[src/rtl/rxb_pkg.sv]
package rxb_pkg;

    localparam int RXB_DATA_W = 9;

    // One stored character with the status that travels alongside it
    typedef struct packed {
        logic [RXB_DATA_W-1:0] data;
        logic                  ferr;
        logic                  ovr;
    } rxb_entry_t;

    // Character as delivered by the deserializer (no overrun mark yet)
    typedef struct packed {
        logic [RXB_DATA_W-1:0] data;
        logic                  ferr;
    } rxb_frame_t;

endpackage

[src/rtl/rxb_fifo.sv]
module rxb_fifo
    import rxb_pkg::*;
#(
    parameter int DEPTH = 2
) (
    input  logic       clk,
    input  logic       rst_n,
    input  logic       push,
    input  rxb_entry_t push_entry,
    input  logic       pop,
    output rxb_entry_t head,
    output logic       full,
    output logic       empty
);

    localparam int IDX_W = (DEPTH > 1) ? $clog2(DEPTH) : 1;
    localparam int PTR_W = IDX_W + 1;
    localparam logic [PTR_W-1:0] DEPTH_P = PTR_W'(DEPTH);

    typedef struct packed {
        rxb_entry_t [DEPTH-1:0] mem;
        logic [PTR_W-1:0]       wr_ptr;
        logic [PTR_W-1:0]       rd_ptr;
    } fifo_state_t;

    fifo_state_t st_d, st_q;
    logic [PTR_W-1:0] fill_q;

    assign fill_q = st_q.wr_ptr - st_q.rd_ptr;
    assign full   = (fill_q == DEPTH_P);
    assign empty  = (fill_q == '0);
    assign head   = st_q.mem[st_q.rd_ptr[IDX_W-1:0]];

    always_comb begin
        st_d = st_q;
        if (push && !full) begin
            st_d.mem[st_q.wr_ptr[IDX_W-1:0]] = push_entry;
            st_d.wr_ptr = st_q.wr_ptr + PTR_W'(1);
        end
        if (pop && !empty) begin
            st_d.rd_ptr = st_q.rd_ptr + PTR_W'(1);
        end
    end

    always_ff @(posedge clk) begin
        if (!rst_n) begin
            st_q <= '0;
        end else begin
            st_q <= st_d;
        end
    end

    // The holding stage must never offer a character to a full FIFO
    assert_push_has_room_R5: assert property (@(posedge clk) disable iff (!rst_n)
        push |-> !full);

    // Pop on empty leaves the FIFO empty
    assert_empty_pop_ignored_R4: assert property (@(posedge clk) disable iff (!rst_n)
        (empty && pop && !push) |=> empty);

    // A push into a non-full FIFO makes it non-empty
    assert_push_fills_R8: assert property (@(posedge clk) disable iff (!rst_n)
        (push && !full && !pop) |=> !empty);

endmodule

[src/rtl/rxb_hold.sv]
module rxb_hold
    import rxb_pkg::*;
(
    input  logic       clk,
    input  logic       rst_n,
    input  logic       frame_valid,
    input  rxb_frame_t frame_in,
    input  logic       start_seen,
    input  logic       fifo_full,
    output logic       push,
    output rxb_entry_t push_entry,
    output logic       hold_valid
);

    typedef struct packed {
        logic       hold_valid;
        rxb_frame_t hold;
        logic       pend_ovr;
    } hold_state_t;

    hold_state_t st_d, st_q;
    logic        ovr_event;
    logic        hv_eff;

    assign hold_valid = st_q.hold_valid;

    always_comb begin
        st_d       = st_q;
        push       = 1'b0;
        push_entry = '0;
        ovr_event  = 1'b0;
        hv_eff     = st_q.hold_valid;

        // New start bit while every level is occupied: held character is lost
        if (start_seen && st_q.hold_valid && fifo_full) begin
            ovr_event       = 1'b1;
            hv_eff          = 1'b0;
            st_d.hold_valid = 1'b0;
        end

        // Drain the holding stage as soon as a slot is free
        if (hv_eff && !fifo_full) begin
            push            = 1'b1;
            push_entry.data = st_q.hold.data;
            push_entry.ferr = st_q.hold.ferr;
            push_entry.ovr  = st_q.pend_ovr;
            st_d.hold_valid = 1'b0;
            hv_eff          = 1'b0;
        end

        if (frame_valid) begin
            if (hv_eff) begin
                // Shift register overwritten without a drain: also an overrun
                ovr_event = 1'b1;
                st_d.hold = frame_in;
            end else if (!push && !fifo_full) begin
                push            = 1'b1;
                push_entry.data = frame_in.data;
                push_entry.ferr = frame_in.ferr;
                push_entry.ovr  = st_q.pend_ovr;
            end else begin
                st_d.hold       = frame_in;
                st_d.hold_valid = 1'b1;
            end
        end

        st_d.pend_ovr = (st_q.pend_ovr && !push) || ovr_event;
    end

    always_ff @(posedge clk) begin
        if (!rst_n) begin
            st_q <= '0;
        end else begin
            st_q <= st_d;
        end
    end

    // A parked character leaves as soon as a slot is free
    assert_drain_when_room_R5: assert property (@(posedge clk) disable iff (!rst_n)
        (st_q.hold_valid && !fifo_full) |-> push);

    // Overrun empties the holding stage
    assert_overrun_discards_R7: assert property (@(posedge clk) disable iff (!rst_n)
        (start_seen && st_q.hold_valid && fifo_full && !frame_valid) |=> !st_q.hold_valid);

    // Start bit with a free holding level raises no overrun
    assert_no_early_overrun_R6: assert property (@(posedge clk) disable iff (!rst_n)
        (start_seen && !st_q.hold_valid && !st_q.pend_ovr && !frame_valid) |=> !st_q.pend_ovr);

    // A pending overrun mark is consumed by the next pushed character
    assert_ovr_mark_used_R7: assert property (@(posedge clk) disable iff (!rst_n)
        (push && st_q.pend_ovr) |-> push_entry.ovr);

endmodule

[src/rtl/serial_rx_buffer.sv]
module serial_rx_buffer
    import rxb_pkg::*;
#(
    parameter int DEPTH = 2
) (
    input  logic                  clk,
    input  logic                  rst_n,
    input  logic                  frame_valid,
    input  logic [RXB_DATA_W-1:0] frame_data,
    input  logic                  frame_ferr,
    input  logic                  start_seen,
    input  logic                  rd_pop,
    output logic                  rx_avail,
    output logic [RXB_DATA_W-1:0] head_data,
    output logic                  head_ferr,
    output logic                  head_ovr
);

    rxb_frame_t frame_in;
    rxb_entry_t push_entry;
    rxb_entry_t head;
    logic       push;
    logic       fifo_full;
    logic       fifo_empty;
    logic       hold_valid;

    assign frame_in.data = frame_data;
    assign frame_in.ferr = frame_ferr;

    rxb_hold u_hold (
        .clk        (clk),
        .rst_n      (rst_n),
        .frame_valid(frame_valid),
        .frame_in   (frame_in),
        .start_seen (start_seen),
        .fifo_full  (fifo_full),
        .push       (push),
        .push_entry (push_entry),
        .hold_valid (hold_valid)
    );

    rxb_fifo #(.DEPTH(DEPTH)) u_fifo (
        .clk       (clk),
        .rst_n     (rst_n),
        .push      (push),
        .push_entry(push_entry),
        .pop       (rd_pop),
        .head      (head),
        .full      (fifo_full),
        .empty     (fifo_empty)
    );

    assign rx_avail  = !fifo_empty;
    assign head_data = head.data;
    assign head_ferr = head.ferr;
    assign head_ovr  = head.ovr;

    // Direct write is visible on the next cycle
    assert_write_visible_R9: assert property (@(posedge clk) disable iff (!rst_n)
        (frame_valid && !fifo_full && !hold_valid && !start_seen) |=> rx_avail);

    // Holding stage is only in use while the FIFO is full or just freed
    assert_hold_implies_data_R8: assert property (@(posedge clk) disable iff (!rst_n)
        hold_valid |-> rx_avail);

endmodule

[config.mk]
export PLATFORM = sky130hd
export DESIGN_NAME = serial_rx_buffer
export DESIGN_NICKNAME = d
export VERILOG_FILES = /design/src/rtl/rxb_pkg.sv /design/src/rtl/rxb_fifo.sv /design/src/rtl/rxb_hold.sv /design/src/rtl/serial_rx_buffer.sv
export SDC_FILE = /design/constraint.sdc
export NUM_CORES = 1
export LEC_CHECK = 0
export ABC_AREA = 0
export BUFFER_PORTS_ARGS = -buffer_cell sky130_fd_sc_hd__buf_2
export CELL_PAD_IN_SITES_DETAIL_PLACEMENT = 0
export CELL_PAD_IN_SITES_GLOBAL_PLACEMENT = 1
export CORE_ASPECT_RATIO = 1.5
export CORE_MARGIN = 2
export CORE_UTILIZATION = 49
export CTS_BUF_LIST = sky130_fd_sc_hd__clkbuf_4 sky130_fd_sc_hd__clkbuf_8
export CTS_CLUSTER_DIAMETER = 50
export DETAILED_ROUTE_END_ITERATION = 10
export GPL_TIMING_DRIVEN = 1
export PLACE_DENSITY_LB_ADDON = 0.1
export SLEW_MARGIN = 15
export SYNTH_ARGS = -nofsm -noshare
export SYNTH_HDL_FRONTEND = slang
export SYNTH_SLANG_ARGS = --single-unit
[constraint.sdc]
create_clock -name clk -period 2.95 [get_ports clk]
set_clock_uncertainty 0.2 [all_clocks]
set_input_delay 0.4425 -clock clk [delete_from_list [all_inputs] [get_ports clk]]
set_output_delay 0.4425 -clock clk [all_outputs]
set_load 0.01 [all_outputs]
-- After elaboration in Yosys (flattened, before gate mapping)
Cells that the tools add are included.
- register bits: 38
- bits of input ports: 15
- output and inout port bits: 12
- word-level logic and storage cells: 57
- add/subtract/negate cells: 3
- $lt $le $gt $ge: 3
- eq/ne operators: 2
- multiplexer cells: 22
- reduce and logical (&&, ||, !) cells: 15
- operators by type and width (kind ; number):
    11-bit 2-to-1 mux ; 9
    22-bit bitwise mux ; 1
    11-bit demux with 1-bit select ; 1
    1-bit 2-to-1 mux ; 10
    10-bit 2-to-1 mux ; 1
    1-bit logical AND ; 8
    2-bit by 1-bit adder with 2-bit output (second input constant) ; 2
    1-bit logical NOT ; 4
    1-bit by 2-bit less-than comparator with 1-bit output (second input constant) ; 2
    2-bit == test (second input constant) ; 1
    2-bit logical NOT ; 1
    2-bit by 1-bit != test with 1-bit output (second input constant) ; 1
    2-bit AND reduction ; 1
    2-bit subtractor ; 1
    1-bit greater-or-equal comparator (second input constant) ; 1
    1-bit logical OR ; 1

-- Depth between registers and ports, before layout
- depth in word-level cells: 14
- gate-level depth with buffers: 5
- mapped depth without buffers: 3

-- Hierarchy
From an unflattened synthesis, not the netlist that was laid out.
- cells, all modules: 264
- area total of the unflattened synthesis: 2212.1 µm²
- modules (own cells, without submodules) (module ; times used ; cells each ; area each (µm²) ; seq. area each (µm²)):
    rxb_fifo ; 1 ; 175 ; 1527.7 ; 520.5
    rxb_hold ; 1 ; 88 ; 680.7 ; 240.2
    serial_rx_buffer ; 1 ; 1 ; 3.8 ; 0.0

-- Worst setup path after synthesis
Ideal clock, no wire load.
- path kind: register to output
- from: register u_fifo.st_q[0] in the netlist's numbering
- to: output head_data[0]
- arrival: 1.072 ns
- path slack: 1.235 ns
- cell stages (with the launch flop): 4
- path buffers: 2
- cell sequence: dfxtp_1 > buf_2 > buf_2 > mux2_2
- word-level cells in the longest chain between the ends: 2
- RTL lines (element ; RTL line ; text):
    from (decl) ; rxb_fifo.sv:26 ; fifo_state_t st_d, st_q;
    from (signal assigned) ; rxb_fifo.sv:49 ; st_q <= st_d;
    11-bit 2-to-1 mux (implied by the code) (2 in series) ; rxb_fifo.sv:32 ; assign head = st_q.mem[st_q.rd_ptr[IDX_W-1:0]];
    to (decl) ; serial_rx_buffer.sv:14 ; output logic [RXB_DATA_W-1:0] head_data,
No other way between the ends. The select of a mux whose other input is x is not followed.

-- Worst setup path in the final report
- from: register u_fifo.st_q[0] in the netlist's numbering
- to: output head_data[2]
The elaborated chain is that of the path after synthesis.

==> impl_results.md <==
* Post-synth EDFFs at 0
* Status: finished clean
* ANT nets after route at 0
* Worst rel slew slack at 37.7%
* Die footprint at 0.00480 sq mm
* Post-synthesis xor/xnor area fraction at 1.68%
* Multi-input gate area at 0.00120 sq mm
* Most frequent cells in the layout: 38 x dfxtp_1, 30 x nand2_1, 26 x buf_2
* Detailed placement HPWL at 3250 microns
* Die W at 57.2 microns
* Avg Inst Size Synth at 9.29 sq um
* Grt ovf at 0
* Chip Height at 83.8 microns
* FF/Latch Area at 761 sq um
* Most common cell after layout, fill and taps aside: dfxtp_1
* Core ar. at 0.00417 sq mm
* Area grow syn2layout at 10.5%
* WHS Path Cells at 2
* WL final at 4810 microns
* Ys flop type: dfxtp_1
* Pleak at 0.00100 uW
* Root Buffer Master: clkbuf_8
* Ys Warns at 0
* CP startpoint: u_fifo.st_q[0]$_SDFFE_PN0P_
* Antenna violations before repair at 0
* Worst-path cell with the longest stage delay: dfxtp_1
* CP Launch Type: flip-flop
* TritonCTS clock tree: yes
* Max Fclk at 421 MHz
* Hold Buf Count CTS at 0
* Vias/cell at 6.22
* Worst Setup End Kind: output port
* CTS Buf Count at 5
* Post-synth top area cell: dfxtp_1
* Final worst-path cycle share at 80.6%
* Max incr delay on CP at 880 ps
* Clk_lat worst skew at 290 ps
* Count of non-filler cells in the finished layout at 284
* Vias at 1767
* Post-Syn Instances at 224
* CP Cell Sequence: mux2_2, buf_2
* # Post-CTS Setup Buffers at 0
* Final Max Tran Viols at 0
* First-pass GRT wire length at 7980 microns
* Adder-cell area share of the yosys netlist at 0%
* Buffers added on ports at 26
* Flop2flop setup slack at 730 ps
* CP bufs+invs at 1
* Final hold viol count at 0
* Power per cell area at 707 mW/mm^2
* Peak VDD IR at 0.000429 V
* CTS max path bufs at 2
* Placer congestion estimate at 0.707
* Max-cap violation count at 0
* Worst Tran Pin Value at 934 ps
* Num rows at 29
* Syn Nets at 239
* Post-synthesis register bit count at 38
* # resized after CTS at 0
* RSZ-0062 raised after global routing: false
* Simple logic cell fraction of the synthesized area at 14.2%
* Cell area after synthesis at 0.00208 sq mm
* First-iteration detailed-routing DRC count at 114
* Synth top area share at 36.5%
* Drt drc at 0
* Max FO, Critical Path at 19
* Filler cell count in the final layout at 399
* WP data required at 2310 ps
* Seq/Total Area, Yosys at 36.5%
* Io pins at 27
* HP Class: in2reg
* Largest family of logic cells by synthesized area: multiplexers
* Drt pass-1 iters at 4
* Clock transition at path regs at 80 ps
* Global Route Usage Sum at 20.7%
* Final setup viols at 0
* Library cells used by synthesis at 31
* Post-synthesis compound-gate area fraction at 18.1%
* Crit path DAT at 1730 ps
* Pin count of the biggest net entering global routing at 34
* Main area contributors after synthesis: dfxtp_1 37%, mux2i_1 12%, mux2_2 11%
* Multiplexer area fraction after synthesis at 23.4%
* Worst R2R Path Depth at 4
* Fin crit period at 2380 ps
* Critical path type: reg2out
* Top delay family on crit path: flip-flops
* Nets at 252
* Sum of negative setup slack at 0 ps
* Starting Density at 49.9%
* Mean routed wirelength per cell at 16.9 microns
* Worst flop-to-flop path endpoint: u_fifo.st_q[23]$_SDFFE_PN0P_
* CTS sink count at 38
* H-tree depth at 2
* Post-synth ARST share at 0%
* Layout cells sized above 1 at 25.6%
* Hold wc startpoint: start_seen
* DP Cell Count at 276
* ANT cells at 0
* Number of global-route vias before repair at 1651
* Hold Path End: u_hold.hold_valid$_SDFF_PN0_
* Worst r2r src: u_fifo.st_q[0]$_SDFFE_PN0P_
[state kept, by name (all words and copies together) (netlist names)]
| name | count |
|---|---|
| u_fifo.st_q | 26 |
| u_hold.hold_valid | 1 |
| u_hold.st_q | 11 |
[cells in the mapped netlist, types with 2 or more instances]
master     count
nand2_1       30
a31oi_1        9
clkbuf_1      11
mux2i_1       25
xor2_1         2
buf_2          9
nand2b_1       2
xnor2_1        2
and3b_1       10
o21ai_0        2
a21oi_1        2
inv_1          2
dfxtp_1       38
o21a_1         2
nor2_1         3
o2111ai_1     10
o211ai_1      20
mux2_2        21
nand3_1       12
[per-layer routing]
layer	wire length (microns)	part of all wire, %	GRT usage, %	vias to the layer above
met1	2250	47	26.9	868
met5	0	0	0	-
met4	42	0.87	5.29	0
met2	2330	49	34.0	39
met3	182	3.8	4.96	4
li1	-	-	-	856
[worst max path at each step]
| stage | end | slack, ps | depth (start not counted) |
|---|---|---|---|
| after floorplan | head_data[0] | 1240 | 3 |
| after global placement | u_fifo.st_q[11]$_SDFFE_PN0P_ | 850 | 4 |
| after detailed placement | u_fifo.st_q[23]$_SDFFE_PN0P_ | 790 | 4 |
| after CTS | head_data[5] | 570 | 2 |
| after global routing | head_data[5] | 510 | 2 |
| final | head_data[2] | 570 | 2 |
[metrics by stage]
step / util [%] / total power (uW) / cell area (sq um) / hold WS [ps] / setup WS, ps
2_1_floorplan: - / 1050 / 2080 / 235 / 1240
3_3_place_gp: 52.4 / 1170 / 2190 / 241 / 851
3_5_place_dp: 52.4 / 1170 / 2190 / 253 / 790
4_1_cts: 55.1 / 1630 / 2300 / 202 / 574
5_1_grt: 55.1 / 1710 / 2300 / 210 / 515
6_report: 55.1 / 1630 / 2300 / 202 / 574
[layout make-up]
cell class	instances	area share, %
clock buffers	6	3.32
clock inverters	2	1.63
inverters	3	0.490
multi-input cells	159	52.0
flip-flops and latches	38	33.1
well taps	46	2.50
repair buffers	30	6.96
[cell families (layout without fill, tap and decap cells)]
group           Yosys count  count (layout)
flops                    38              38
mux                      46              46
compound gates           50              50
buf+inv                  27              41
simple gates             59              59
xor+xnor                  4               4
[report_power, final]
group	internal, uW	switching [uW]
clock	262	194
sequential	583	89.0
combinational	209	290
total	1050	573
Power figures use the tool's default switching activity.
